File: src/rtl/wis_pkg.sv
package wis_pkg;

    typedef enum logic [1:0] {
        CLS_FP32  = 2'd0,
        CLS_FP64  = 2'd1,
        CLS_LOAD  = 2'd2,
        CLS_SPARE = 2'd3
    } iclass_e;

    // lanes consumed per cycle by a class
    function automatic int lanes_for(input iclass_e cls, input int l32, input int l64);
        return (cls == CLS_FP64) ? l64 : l32;
    endfunction

    // index of the final slice for a class
    function automatic int last_slice_for(input iclass_e cls, input int threads,
                                          input int l32, input int l64);
        int l;
        l = lanes_for(cls, l32, l64);
        return (threads + l - 1) / l - 1;
    endfunction

endpackage

File: src/rtl/wis_wait_tracker.sv
module wis_wait_tracker #(
    parameter int NUM_WARPS = 16,
    localparam int IDW = $clog2(NUM_WARPS)
) (
    input  logic                 clk,
    input  logic                 rst,
    input  logic                 set_en,
    input  logic [IDW-1:0]       set_id,
    input  logic                 clr_en,
    input  logic [IDW-1:0]       clr_id,
    output logic [NUM_WARPS-1:0] waiting
);
    for (genvar i = 0; i < NUM_WARPS; i++) begin : g_flag
        always_ff @(posedge clk) begin
            if (rst) begin
                waiting[i] <= 1'b0;
            end else if (clr_en && clr_id == IDW'(i)) begin
                waiting[i] <= 1'b0;   // completion has priority
            end else if (set_en && set_id == IDW'(i)) begin
                waiting[i] <= 1'b1;
            end
        end
    end
endmodule

File: src/rtl/wis_rr_arbiter.sv
module wis_rr_arbiter #(
    parameter int NUM_WARPS = 16,
    localparam int IDW = $clog2(NUM_WARPS)
) (
    input  logic [NUM_WARPS-1:0] req,
    input  logic [IDW-1:0]       last_id,
    output logic                 gnt_valid,
    output logic [IDW-1:0]       gnt_id
);
    int c;
    always_comb begin
        gnt_valid = 1'b0;
        gnt_id    = '0;
        c         = 0;
        for (int i = 1; i <= NUM_WARPS; i++) begin
            c = int'(last_id) + i;
            if (c >= NUM_WARPS) c = c - NUM_WARPS;
            if (!gnt_valid && req[IDW'(c)]) begin
                gnt_valid = 1'b1;
                gnt_id    = IDW'(c);
            end
        end
    end
endmodule

File: src/rtl/wis_slice_seq.sv
module wis_slice_seq
    import wis_pkg::*;
#(
    parameter int NUM_WARPS    = 16,
    parameter int WARP_THREADS = 32,
    parameter int FP32_LANES   = 16,
    parameter int FP64_LANES   = 8,
    localparam int IDW = $clog2(NUM_WARPS),
    localparam int MAX_SLICES = (WARP_THREADS + FP64_LANES - 1) / FP64_LANES,
    localparam int SLW = (MAX_SLICES > 1) ? $clog2(MAX_SLICES) : 1
) (
    input  logic           clk,
    input  logic           rst,
    input  logic           start,
    input  logic [IDW-1:0] start_warp,
    input  iclass_e        start_cls,
    output logic           strobe_o,
    output logic [IDW-1:0] warp_o,
    output logic [SLW-1:0] slice_o,
    output iclass_e        cls_o,
    output logic           busy_o,
    output logic           final_now_o,
    output logic [IDW-1:0] emit_warp_o,
    output iclass_e        emit_cls_o
);
    logic [SLW-1:0] last_q;
    logic [SLW-1:0] start_last;

    assign start_last = SLW'(last_slice_for(start_cls, WARP_THREADS, FP32_LANES, FP64_LANES));

    // the slice leaving at the coming edge is the final one
    always_comb begin
        if (busy_o) begin
            final_now_o = (slice_o + SLW'(1)) == last_q;
            emit_warp_o = warp_o;
            emit_cls_o  = cls_o;
        end else begin
            final_now_o = start && (start_last == '0);
            emit_warp_o = start_warp;
            emit_cls_o  = start_cls;
        end
    end

    always_ff @(posedge clk) begin
        if (rst) begin
            strobe_o <= 1'b0;
            busy_o   <= 1'b0;
            warp_o   <= '0;
            slice_o  <= '0;
            last_q   <= '0;
            cls_o    <= CLS_FP32;
        end else if (busy_o) begin
            strobe_o <= 1'b1;
            slice_o  <= slice_o + SLW'(1);
            busy_o   <= !final_now_o;
        end else if (start) begin
            strobe_o <= 1'b1;
            warp_o   <= start_warp;
            cls_o    <= start_cls;
            slice_o  <= '0;
            last_q   <= start_last;
            busy_o   <= (start_last != '0);
        end else begin
            strobe_o <= 1'b0;
        end
    end
endmodule

File: src/rtl/warp_issue_sched.sv
module warp_issue_sched
    import wis_pkg::*;
#(
    parameter int NUM_WARPS    = 16,
    parameter int WARP_THREADS = 32,
    parameter int FP32_LANES   = 16,
    parameter int FP64_LANES   = 8,
    localparam int IDW = $clog2(NUM_WARPS),
    localparam int MAX_SLICES = (WARP_THREADS + FP64_LANES - 1) / FP64_LANES,
    localparam int SLW = (MAX_SLICES > 1) ? $clog2(MAX_SLICES) : 1
) (
    input  logic                   clk,
    input  logic                   rst,
    input  logic [NUM_WARPS-1:0]   warp_valid,
    input  logic [NUM_WARPS-1:0]   warp_ready,
    input  logic [2*NUM_WARPS-1:0] warp_class,
    input  logic                   mem_done,
    input  logic [IDW-1:0]         mem_done_id,
    output logic                   issue_strobe,
    output logic [IDW-1:0]         issue_warp,
    output logic [SLW-1:0]         issue_slice,
    output logic [FP32_LANES-1:0]  issue_lane_mask
);
    logic [NUM_WARPS-1:0] waiting;
    logic [NUM_WARPS-1:0] eligible;
    logic                 gnt_valid;
    logic [IDW-1:0]       gnt_id;
    logic [IDW-1:0]       rr_q;
    logic                 busy;
    logic                 start;
    logic                 final_now;
    logic [IDW-1:0]       emit_warp;
    iclass_e              emit_cls;
    iclass_e              start_cls;
    iclass_e              cur_cls;

    assign eligible  = warp_valid & warp_ready & ~waiting;
    assign start     = !busy && gnt_valid;
    assign start_cls = iclass_e'(warp_class[2*gnt_id +: 2]);

    wis_rr_arbiter #(.NUM_WARPS(NUM_WARPS)) u_arb (
        .req       (eligible),
        .last_id   (rr_q),
        .gnt_valid (gnt_valid),
        .gnt_id    (gnt_id)
    );

    always_ff @(posedge clk) begin
        if (rst)        rr_q <= IDW'(NUM_WARPS - 1);
        else if (start) rr_q <= gnt_id;
    end

    wis_slice_seq #(
        .NUM_WARPS    (NUM_WARPS),
        .WARP_THREADS (WARP_THREADS),
        .FP32_LANES   (FP32_LANES),
        .FP64_LANES   (FP64_LANES)
    ) u_seq (
        .clk         (clk),
        .rst         (rst),
        .start       (start),
        .start_warp  (gnt_id),
        .start_cls   (start_cls),
        .strobe_o    (issue_strobe),
        .warp_o      (issue_warp),
        .slice_o     (issue_slice),
        .cls_o       (cur_cls),
        .busy_o      (busy),
        .final_now_o (final_now),
        .emit_warp_o (emit_warp),
        .emit_cls_o  (emit_cls)
    );

    wis_wait_tracker #(.NUM_WARPS(NUM_WARPS)) u_wait (
        .clk     (clk),
        .rst     (rst),
        .set_en  (final_now && emit_cls == CLS_LOAD),
        .set_id  (emit_warp),
        .clr_en  (mem_done),
        .clr_id  (mem_done_id),
        .waiting (waiting)
    );

    always_comb begin
        issue_lane_mask = '0;
        if (issue_strobe) begin
            for (int l = 0; l < FP32_LANES; l++) begin
                if (l < lanes_for(cur_cls, FP32_LANES, FP64_LANES)) issue_lane_mask[l] = 1'b1;
            end
        end
    end
endmodule

File: config.mk
export PLATFORM = sky130hd
export DESIGN_NAME = warp_issue_sched
export DESIGN_NICKNAME = d
export VERILOG_FILES = /design/src/rtl/wis_pkg.sv /design/src/rtl/wis_wait_tracker.sv /design/src/rtl/wis_rr_arbiter.sv /design/src/rtl/wis_slice_seq.sv /design/src/rtl/warp_issue_sched.sv
export SDC_FILE = /design/constraint.sdc
export NUM_CORES = 1
export LEC_CHECK = 0
export ABC_AREA = 1
export BUFFER_PORTS_ARGS = -buffer_cell sky130_fd_sc_hd__buf_2
export CORE_ASPECT_RATIO = 1.2
export CORE_MARGIN = 2
export CORE_UTILIZATION = 56
export CTS_CLUSTER_SIZE = 25
export DETAILED_ROUTE_END_ITERATION = 10
export PLACE_DENSITY_LB_ADDON = 0.12
export SYNTH_ARGS = -nofsm -noshare
export SYNTH_HDL_FRONTEND = slang
export SYNTH_SLANG_ARGS = --single-unit
File: constraint.sdc
create_clock -name clk -period 7.77 [get_ports clk]
set_clock_uncertainty 0.2 [all_clocks]
set_input_delay 1.9425 -clock clk [delete_from_list [all_inputs] [get_ports clk]]
set_output_delay 1.9425 -clock clk [all_outputs]
set_load 0.02 [all_outputs]
==> impl_metrics.toml, run 1 <==
[timing]
fin_tns_setup_ns = 0
grt_setup_unrepaired = "no"
achievable_clock_frequency_mhz = 184
timing.final.hold_violations = 0
timing_max_transition_violations_final = 0
final_period_minus_worst_setup_slack_ns = 5.42
worstMarginPinSlew_ns = 0.955
fin_worst_hold_slack_ns = 0.256
slew-limit-headroom = 0.358
finalCritPeriodShare = 0.698
timing.final.setup_violations = 0

[logic_synthesis]
asr_flop_ratio_synth = 0
yosys_most_used_dff = "dfxtp_1"
mappedNetlistArea_um2 = 4030
post_synthesis_sequential_area_ratio = 0.159
synth_seq_cells = 32
post_synth.cell_area_avg_um2 = 5.66
number_of_synthesized_flops_with_an_enable_pin = 0
yosysUniqueCellTypes = 45
synthCells = 713
synthesis.nets = 791
synth_warnings = 0

[floorplanning]
rows = 33
ios = 94
placeableCoreArea_um2 = 6900
start_util = 0.585
design.die.area_um2 = 7900
fp.dieH_um = 97.0
width_of_the_die_um = 81.5

[finish]
utilization = 0.657
n_antenna_cell = 0
finish.cell_count_without_fillers = 869
areaGrowthSynthToFinish_pct = 12.3
post_route_cells_drive_above_1_share = 0.197
finalNetCount = 859

[route]
drt_iter0_markers = 365
detailroute.via_count = 4983
drt-vias-per-instance = 5.73
wire_length_after_detailed_routing_mm = 12.6
average_routed_wire_per_standard_cell_um = 14.5
drc = 0
firstDrtPassIters = 6
drtAntennaViolNets = 0

[clocking]
root_buffer = "clkbuf_8"
cts-htree-levels = 2
clock_insertion_delay_worst_skew_ns = 0.29
cts.hold.buffers_added = 0
ctsResizeCount = 0
cts_buffer_depth = 2
tritoncts = "built"
clk_pin_slew_worst_paths_ns = 0.07
cts_post_setup_buffers_inserted = 0
cts_made_buffers = 5
cts_num_sinks = 32

[place]
place_inst = 861
post-dp-hpwl_mm = 9.93
numPortBuffers = 93
gpl.final_weighted_congestion = 1.02

[setup_path]
critical_path.endpoint_type = "register"
crit_path_start_kind = "register"
cp_max_fo = 24
cp.required_ns = 7.78
worst_path_arrival_ns = 5.44
critical_path_class = "register to register"

[grt]
grt_pass1_wl_mm = 20.8
overall_fraction_of_global_route_tracks_in_use = 0.328
grt_start_max_net_pins = 26
number_of_antenna_violations_at_the_first_check_in_global_routing = 0
globalRouteOverflowTotal = 0
grt_pass1_vias = 4510

[hold_path]
worstHoldPathType = "register to register"

[outcome]
status = "completed"

[job]
timing.max_cap.violations = 0
-- logic make-up after synthesis --
group	Yosys count	synth area share
compound gates	84	0.123
xor+xnor	6	0.0168
fa+ha+maj	7	0.0217
buf+inv	116	0.128
flops	32	0.159
simple gates	468	0.553
-- cell usage in the layout (no fill, tap or decap), types with 2 or more instances in the layout --
master,count
o211ai_1,7
buf_2,93
o21bai_1,2
nor2_4,3
dfxtp_1,32
xor2_1,3
a21boi_0,3
nand3_1,147
inv_2,12
nand3_2,6
ha_1,7
nand2_2,4
buf_4,3
a21oi_1,29
nor2_1,59
o21ai_2,2
nand2_1,202
nand4_1,15
nand2_4,2
o21ai_1,6
a31oi_1,3
nor2_2,9
clkbuf_8,5
inv_1,69
nand4_4,3
o31ai_1,5
o21ai_0,23
nand3b_1,8
-- through the flow --
stage | area, um2 | worst slack, ns
3_5_place_dp | 4420 | 2.22
3_3_place_gp | 4420 | 2.32
6_report | 4530 | 2.35
2_1_floorplan | 4030 | 3.11
5_1_grt | 4530 | 1.97
4_1_cts | 4530 | 2.50
-- sequential cells by signal (all words and copies together) (netlist names) --
register	cells
u_seq.warp_o	4
rr_q	4
u_wait.waiting	16
u_seq.busy_o	1
u_seq.strobe_o	1
u_seq.last_q	2
u_seq.cls_o	2
u_seq.slice_o	2
-- final cells by class --
cell class,count,area (um2)
well taps,87,109
repair buffers,96,488
multi-input cells,565,2880
clock inverters,3,42.5
inverters,81,304
flip-flops and latches,32,641
fillers,682,2360
clock buffers,5,68.8
-- path summary, 6_finish.rpt --
check                       endpoint  slack [ns]               from  depth (start not counted)
setup / recovery  u_wait.waiting[11]        2.35            rr_q[1]                         25
hold / removal     u_wait.waiting[5]        0.26  u_wait.waiting[5]                          2
setup reg to reg  u_wait.waiting[11]        2.35            rr_q[1]                         25
hold reg to reg    u_wait.waiting[5]        0.26  u_wait.waiting[5]                          2
-- cell usage after synthesis, types with 2 or more instances --
cell / n / area, um2
nand4_4: 3 / 63.8
ha_1: 7 / 87.6
buf_2: 6 / 30.0
nor2_2: 9 / 56.3
dfxtp_1: 32 / 641
nor2_1: 59 / 221
inv_2: 12 / 45.0
inv_1: 69 / 259
clkbuf_1: 10 / 37.5
o211ai_1: 7 / 52.6
o21bai_1: 2 / 15.0
xor2_1: 3 / 26.3
a21oi_1: 29 / 145
o21ai_0: 23 / 115
a31oi_1: 3 / 18.8
buf_4: 19 / 143
o31ai_1: 5 / 37.5
nand2_4: 2 / 22.5
nand3_1: 147 / 736
o21ai_1: 6 / 30.0
a21boi_0: 3 / 22.5
nand4_1: 15 / 93.8
nand2_1: 202 / 758
o21ai_2: 2 / 17.5
nor2_4: 3 / 33.8
nand3b_1: 8 / 60.1
nand3_2: 6 / 60.1
nand2_2: 4 / 25.0
-- per-layer routing --
layer  vias to the layer above  track usage  wire length (um)
met1                      2242        0.420              5290
met2                       229        0.545              6140
li1                       2476            -                 -
met4                         0        0.141               418
met5                         -            0                 0
met3                        36       0.0326               781
-- worst max-delay path: stages, from the launching register on --
cell,delay [ns]
dfxtp_1,0.30
buf_4,0.21
inv_1,0.61
ha_1,0.36
buf_4,0.20
inv_1,0.43
nand3_1,0.15
nand3_1,0.13
nand3_1,0.11
nand2_1,0.20
nand4_4,0.13
nor2_2,0.16
nand4_2,0.12
nor2_4,0.18
nand4_4,0.14
nor2_1,0.28
nor2_1,0.11
nand3_2,0.27
nand2_4,0.19
nor2_1,0.17
a21oi_1,0.07
inv_2,0.11
nand2_1,0.07
nor2_1,0.14
nand2_1,0.10
a21oi_1,0.18
Power of run 1 is not shown: default switching activity piles up to over one toggle a cycle in this logic, so the estimate is an artifact.
==> run 2: changes to the inputs <==
--- a/config.mk
+++ b/config.mk
@@ -5,11 +5,11 @@
 export SDC_FILE = /design/constraint.sdc
 export NUM_CORES = 1
 export LEC_CHECK = 0
-export ABC_AREA = 1
+export ABC_AREA = 0
 export BUFFER_PORTS_ARGS = -buffer_cell sky130_fd_sc_hd__buf_2
 export CORE_ASPECT_RATIO = 1.2
 export CORE_MARGIN = 2
-export CORE_UTILIZATION = 56
+export CORE_UTILIZATION = 52
 export CTS_CLUSTER_SIZE = 25
 export DETAILED_ROUTE_END_ITERATION = 10
 export PLACE_DENSITY_LB_ADDON = 0.12
==> constraint.sdc (replaced) <==
create_clock -name clk -period 4.56 [get_ports clk]
set_clock_uncertainty 0.2 [all_clocks]
set_input_delay 1.14 -clock clk [delete_from_list [all_inputs] [get_ports clk]]
set_output_delay 1.14 -clock clk [all_outputs]
set_load 0.02 [all_outputs]
==> run 2 against run 1 <==
The run now ends with negative setup slack left. Final cell count rose by 12%. Sequential share of layout area fell by 6.1 points. Synthesized cell count fell by 16%. Global-route usage rose by 5.5 points. Via count rose by 35%. Utilization rose by 18 points. Area after synthesis rose by 27%. Critical path type is now input port to register.
==> impl_metrics.toml, run 2 <==
[clocking]
cts_made_buffers = 5
cts.hold.buffers_added = 0
cts_num_sinks = 32
tritoncts = "built"
clock_insertion_delay_worst_skew_ns = 0.28
root_buffer = "clkbuf_16"
cts_buffer_depth = 2
cts-htree-levels = 2
clk_pin_slew_worst_paths_ns = 0.05

[job]
timing.max_cap.violations = 0

[finish]
mostFrequentLayoutCell = "buf_4"
post_route_cells_drive_above_1_share = 0.517
layout_top_registers = "u_wait.waiting x16, rr_q x4, u_seq.warp_o x4"
largest_reg_flops = 16
finish.cell_count_without_fillers = 976
top_reg_by_flops = "u_wait.waiting"
most-common-layout-cells = "buf_4 (186), buf_2 (72), nor2_1 (44)"
finalNetCount = 931
utilization = 0.835
n_fill_cell = 609
areaGrowthSynthToFinish_pct = 56.4
n_antenna_cell = 0

[grt]
number_of_antenna_violations_at_the_first_check_in_global_routing = 0
overall_fraction_of_global_route_tracks_in_use = 0.383
grt_pass1_wl_mm = 31.8
grt_start_max_net_pins = 33
grt_pass1_vias = 6251
globalRouteOverflowTotal = 0

[logic_synthesis]
yosysUniqueCellTypes = 85
synth_most_common_cell = "nor2_1"
synthCells = 598
synth_top_cell_area_share = 0.125
number_of_synthesized_flops_with_an_enable_pin = 0
yosys_most_used_dff = "dfxtp_1"
mappedNetlistArea_um2 = 5110
asr_flop_ratio_synth = 0
post_synth.cell_area_avg_um2 = 8.54
synthesis.nets = 676
synth_seq_cells = 32
synth_warnings = 0
synth_top_area_cell = "dfxtp_1"
post_synthesis_sequential_area_ratio = 0.125
synth.area.top_cells = "dfxtp_1 (13%), mux4_2 (9.7%), mux2i_1 (6.9%), a2111oi_0 (3.6%), nor2_1 (3.5%)"
netlist_top_cells_count = "nor2_1 (47), nand2_1 (36), mux2i_1 (35)"

[setup_path]
critical_path_class = "input port to register"
worst_path_arrival_ns = 5.17
cp.required_ns = 4.53
critical_path.endpoint_type = "register"
crit_path_start_kind = "input port"
cp_max_fo = 4

[floorplanning]
ios = 94
width_of_the_die_um = 94.5
fp.dieH_um = 113
design.die.area_um2 = 10600
start_util = 0.534
placeableCoreArea_um2 = 9560
rows = 39

[place]
place_inst = 947
gpl.final_weighted_congestion = 1.05
numPortBuffers = 93
post-dp-hpwl_mm = 16.0

[timing]
finalCritPeriodShare = 1.14
timing_max_transition_violations_final = 0
timing.final.hold_violations = 0
worstMarginPinSlew_ns = 0.672
final_period_minus_worst_setup_slack_ns = 5.19
grt_setup_unrepaired = "yes"
post_route_setup_slack_ns = -0.634
achievable_clock_frequency_mhz = 193
timing.final.setup_violations = 22
fin_tns_setup_ns = -6.74
slew-limit-headroom = 0.551

[hold_path]
worstHoldPathType = "register to register"

[route]
drt_iter0_markers = 624
drc = 0
drtAntennaViolNets = 0
detailroute.via_count = 6733
average_routed_wire_per_standard_cell_um = 23.2
firstDrtPassIters = 6
drt-vias-per-instance = 6.90
wire_length_after_detailed_routing_mm = 22.6

[outcome]
status = "finished, violations left"
violations = "negative setup slack"
-- run 2: kinds of logic after synthesis --
group | count (synthesis) | synth area share
buf+inv | 80 | 0.0874
xor+xnor | 16 | 0.0289
fa+ha+maj | 7 | 0.0171
mux | 71 | 0.209
flops | 32 | 0.125
compound gates | 188 | 0.292
simple gates | 204 | 0.240
-- run 2: worst max-delay path, cell delays in order --
cell and delay, ns:
buf_6 0.09, and3b_2 0.25, mux4_2 0.50, mux4_2 0.54, nor4_4 0.38, buf_4 0.19
nand3_1 0.11, buf_4 0.17, o32ai_4 0.26, o211ai_1 0.20, o211a_1 0.21, buf_4 0.18
a2111oi_4 0.41, nor4_1 0.17, o41ai_1 0.35
-- run 2: stage by stage --
| stage | area, um2 | hold WS [ns] | setup slack, ns |
|---|---|---|---|
| floorplan | 5250 | 0.236 | -0.433 |
| global placement | 6950 | 0.248 | -0.680 |
| detailed placement | 6950 | 0.252 | -0.867 |
| CTS | 7360 | 0.259 | -0.354 |
| global route | 7990 | 0.304 | -0.738 |
| finish | 7990 | 0.258 | -0.634 |
-- run 2: cell type report --
type | instances | area (um2) | area share
inverter | 23 | 88.8 | 0.0111
sequential | 32 | 642 | 0.0803
timing repair buffer | 304 | 2320 | 0.290
clock buffer | 7 | 153 | 0.0191
tap | 123 | 154 | 0.0193
multi-input combinational | 487 | 4630 | 0.580
-- run 2: final timing paths --
kind              slack, ns  cells after the start               to           start
setup reg to reg      -0.54                     18  u_seq.last_q[1]         rr_q[1]
setup / recovery      -0.63                     15  u_seq.last_q[1]   warp_ready[3]
hold reg to reg        0.26                      2   u_seq.cls_o[1]  u_seq.cls_o[1]
hold / removal         0.26                      2   u_seq.cls_o[1]  u_seq.cls_o[1]
-- run 2: what timing repair did --
item	4_1_cts	5_1_grt
resized for setup	35	100
pin swaps	15	26
endpoints found under the setup margin	23	23
buffers inserted	9	13
gates cloned	1	0
-- run 2: layer usage --
| metal | vias up | track usage | routed length [um] |
|---|---|---|---|
| met4 | 0 | 0.198 | 1330 |
| met1 | 3266 | 0.477 | 8210 |
| met2 | 440 | 0.642 | 11200 |
| met3 | 114 | 0.0477 | 1920 |
| li1 | 2913 | - | - |
| met5 | - | 0 | 0 |
Power of run 2 is left out for the same reason.
==> run 3: changes to the inputs <==
--- a/config.mk
+++ b/config.mk
@@ -9,7 +9,7 @@
 export BUFFER_PORTS_ARGS = -buffer_cell sky130_fd_sc_hd__buf_2
 export CORE_ASPECT_RATIO = 1.2
 export CORE_MARGIN = 2
-export CORE_UTILIZATION = 52
+export CORE_UTILIZATION = 30
 export CTS_CLUSTER_SIZE = 25
 export DETAILED_ROUTE_END_ITERATION = 10
 export PLACE_DENSITY_LB_ADDON = 0.12
==> constraint.sdc (replaced) <==
create_clock -name clk -period 4.56 [get_ports clk]
set_clock_uncertainty 0.2 [all_clocks]
set_input_delay 0.912 -clock clk [delete_from_list [all_inputs] [get_ports clk]]
set_output_delay 0.912 -clock clk [all_outputs]
set_load 0.02 [all_outputs]
==> run 3 against run 2 <==
The run still ends with negative setup slack left. Wire length is 4.4% lower. Fmax is 8.6% higher. Final cell count is 9.4% higher. Utilization is 38 points lower. Die area is 70% higher. Critical endpoint unchanged. Highest routed layer unchanged.
==> impl_metrics.toml, run 3 (synthesis results as in run 2) <==
[floorplanning]
fp.dieH_um = 147
start_util = 0.304
width_of_the_die_um = 123
placeableCoreArea_um2 = 16800
design.die.area_um2 = 18100
rows = 52
ios = 94

[place]
gpl.final_weighted_congestion = 0.958
post-dp-hpwl_mm = 17.9
preCtsSetupSlack_ns = -0.688
numPortBuffers = 93

[job]
timing.max_cap.violations = 0

[setup_path]
critical-path-slowest-cell = "or4_1"
cp_max_fo = 7
most_frequent_cp_cell = "mux4_2"
cp.required_ns = 4.54
worst_path_arrival_ns = 4.76
critical_path.max_stage_delay_ns = 0.56
cpLargestDelayFamily = "simple AND/OR/NAND/NOR gates"
critical_path_class = "input port to register"
worstPathBufferInverterCount = 3
critical_path.endpoint_type = "register"
crit_path_start_kind = "input port"
crit_chain = "buf_2 > and3b_2 > mux4_2 > mux4_2 > nor4_4 > buf_4 > and4_4 > o211ai_4 > a22o_4 > buf_6 > a221oi_2 > a2111oi_2 > or4_1 > o41ai_2"

[finish]
top_reg_by_flops = "u_wait.waiting"
most-common-layout-cells = "buf_4 (203), buf_2 (93), nor2_1 (46)"
post_route_cells_drive_above_1_share = 0.492
mostFrequentLayoutCell = "buf_4"
n_antenna_cell = 0
largest_reg_flops = 16
areaGrowthSynthToFinish_pct = 50.0
layout_top_registers = "u_wait.waiting x16, rr_q x4, u_seq.warp_o x4"
utilization = 0.457
n_fill_cell = 1683
finalNetCount = 929

[clocking]
cts_num_sinks = 32
clock_insertion_delay_worst_skew_ns = 0.28
cts-htree-levels = 2
clk_pin_slew_worst_paths_ns = 0.05
tritoncts = "built"
cts_buffer_depth = 2
root_buffer = "clkbuf_16"
cts_made_buffers = 5

[route]
drtAntennaViolNets = 0
drc = 0
drt_iter0_markers = 314
average_routed_wire_per_standard_cell_um = 20.3
detailroute.via_count = 6107
wire_length_after_detailed_routing_mm = 21.6
firstDrtPassIters = 5
drt-vias-per-instance = 5.72

[timing]
timing.final.hold_violations = 0
worstMarginPinSlew_ns = 0.706
achievable_clock_frequency_mhz = 209
fin_worst_hold_slack_ns = 0.268
finalCritPeriodShare = 1.05
final_period_minus_worst_setup_slack_ns = 4.78
timing_max_transition_violations_final = 0
slew-limit-headroom = 0.517
grt_setup_unrepaired = "yes"
post_route_setup_slack_ns = -0.220
timing.final.setup_violations = 15

[grt]
globalRouteOverflowTotal = 0
grt_pass1_wl_mm = 33.0
overall_fraction_of_global_route_tracks_in_use = 0.235
grt_start_max_net_pins = 33
number_of_antenna_violations_at_the_first_check_in_global_routing = 0
grt_pass1_vias = 6011

[outcome]
status = "finished, violations left"
violations = "negative setup slack"

[hold_path]
worstHoldPathType = "register to register"
-- run 3: changes by cell type in the layout (fill, tap and decap cells not counted), moves of 4 or more --
cell | before | now
a21oi_1 | 22 | 29
buf_2 | 72 | 93
buf_6 | 41 | 7
and3b_2 | 13 | 4
and3b_1 | 5 | 14
a2111oi_2 | 4 | 8
a21oi_2 | 10 | 4
buf_12 | 5 | 0
buf_4 | 186 | 203
-- run 3: through the flow --
step                std cells  area (um2)  setup TNS (ns)
CTS                      1065        7480          -0.985
global placement         1056        7240           -8.13
finish                   1068        7660          -0.812
floorplan                 598        5400           -1.71
detailed placement       1056        7240           -9.03
global route             1068        7660           -3.39
-- run 3: routing by layer --
| layer | vias to the layer above | part of all wire | GRT usage |
|---|---|---|---|
| met5 | - | 0 | 0 |
| met3 | 29 | 0.044 | 0.0245 |
| met1 | 2995 | 0.44 | 0.316 |
| met4 | 0 | 0.021 | 0.0727 |
| met2 | 167 | 0.50 | 0.392 |
| li1 | 2916 | - | - |
-- run 3: cell type report --
type	instances	area, um2	share of cell area
Multi-Input combinational cell	486	4450	0.580
Timing Repair Buffer	303	2070	0.270
Sequential cell	32	646	0.0842
Tap cell	216	270	0.0353
Clock buffer	7	133	0.0173
Inverter	23	96.3	0.0126
Clock inverter	1	5.00	0.000653
-- run 3: final timing paths --
kind / start / to / slack [ns] / cells after the start
hold / removal: u_seq.cls_o[1] / u_seq.cls_o[1] / 0.27 / 2
hold reg to reg: u_seq.cls_o[1] / u_seq.cls_o[1] / 0.27 / 2
setup / recovery: warp_valid[8] / u_seq.last_q[1] / -0.22 / 14
setup reg to reg: rr_q[1] / u_seq.last_q[1] / -0.15 / 18
-- run 3: worst reg2reg max path, stage by stage, from the launching register on --
cell and delay, ns:
dfxtp_2 0.37, inv_4 0.06, ha_1 0.24, xnor2_2 0.20
buf_4 0.19, a2111oi_0 0.52, buf_4 0.20, nor4_2 0.04
buf_4 0.15, nor4_4 0.26, buf_4 0.18, and4_4 0.32
o211ai_4 0.11, a22o_4 0.31, buf_6 0.15, a221oi_2 0.25
a2111oi_2 0.06, or4_1 0.56, o41ai_2 0.23
-- run 3: timing repair --
action	in CTS	in global routing
resized for setup	20	28
setup buffers	1	3
pin swaps	5	5
setup endpoints to repair	15	19
gates cloned	0	0
hold buffers	0	0
endpoints found under the hold margin	0	0
Power of run 3 is left out for the same reason.
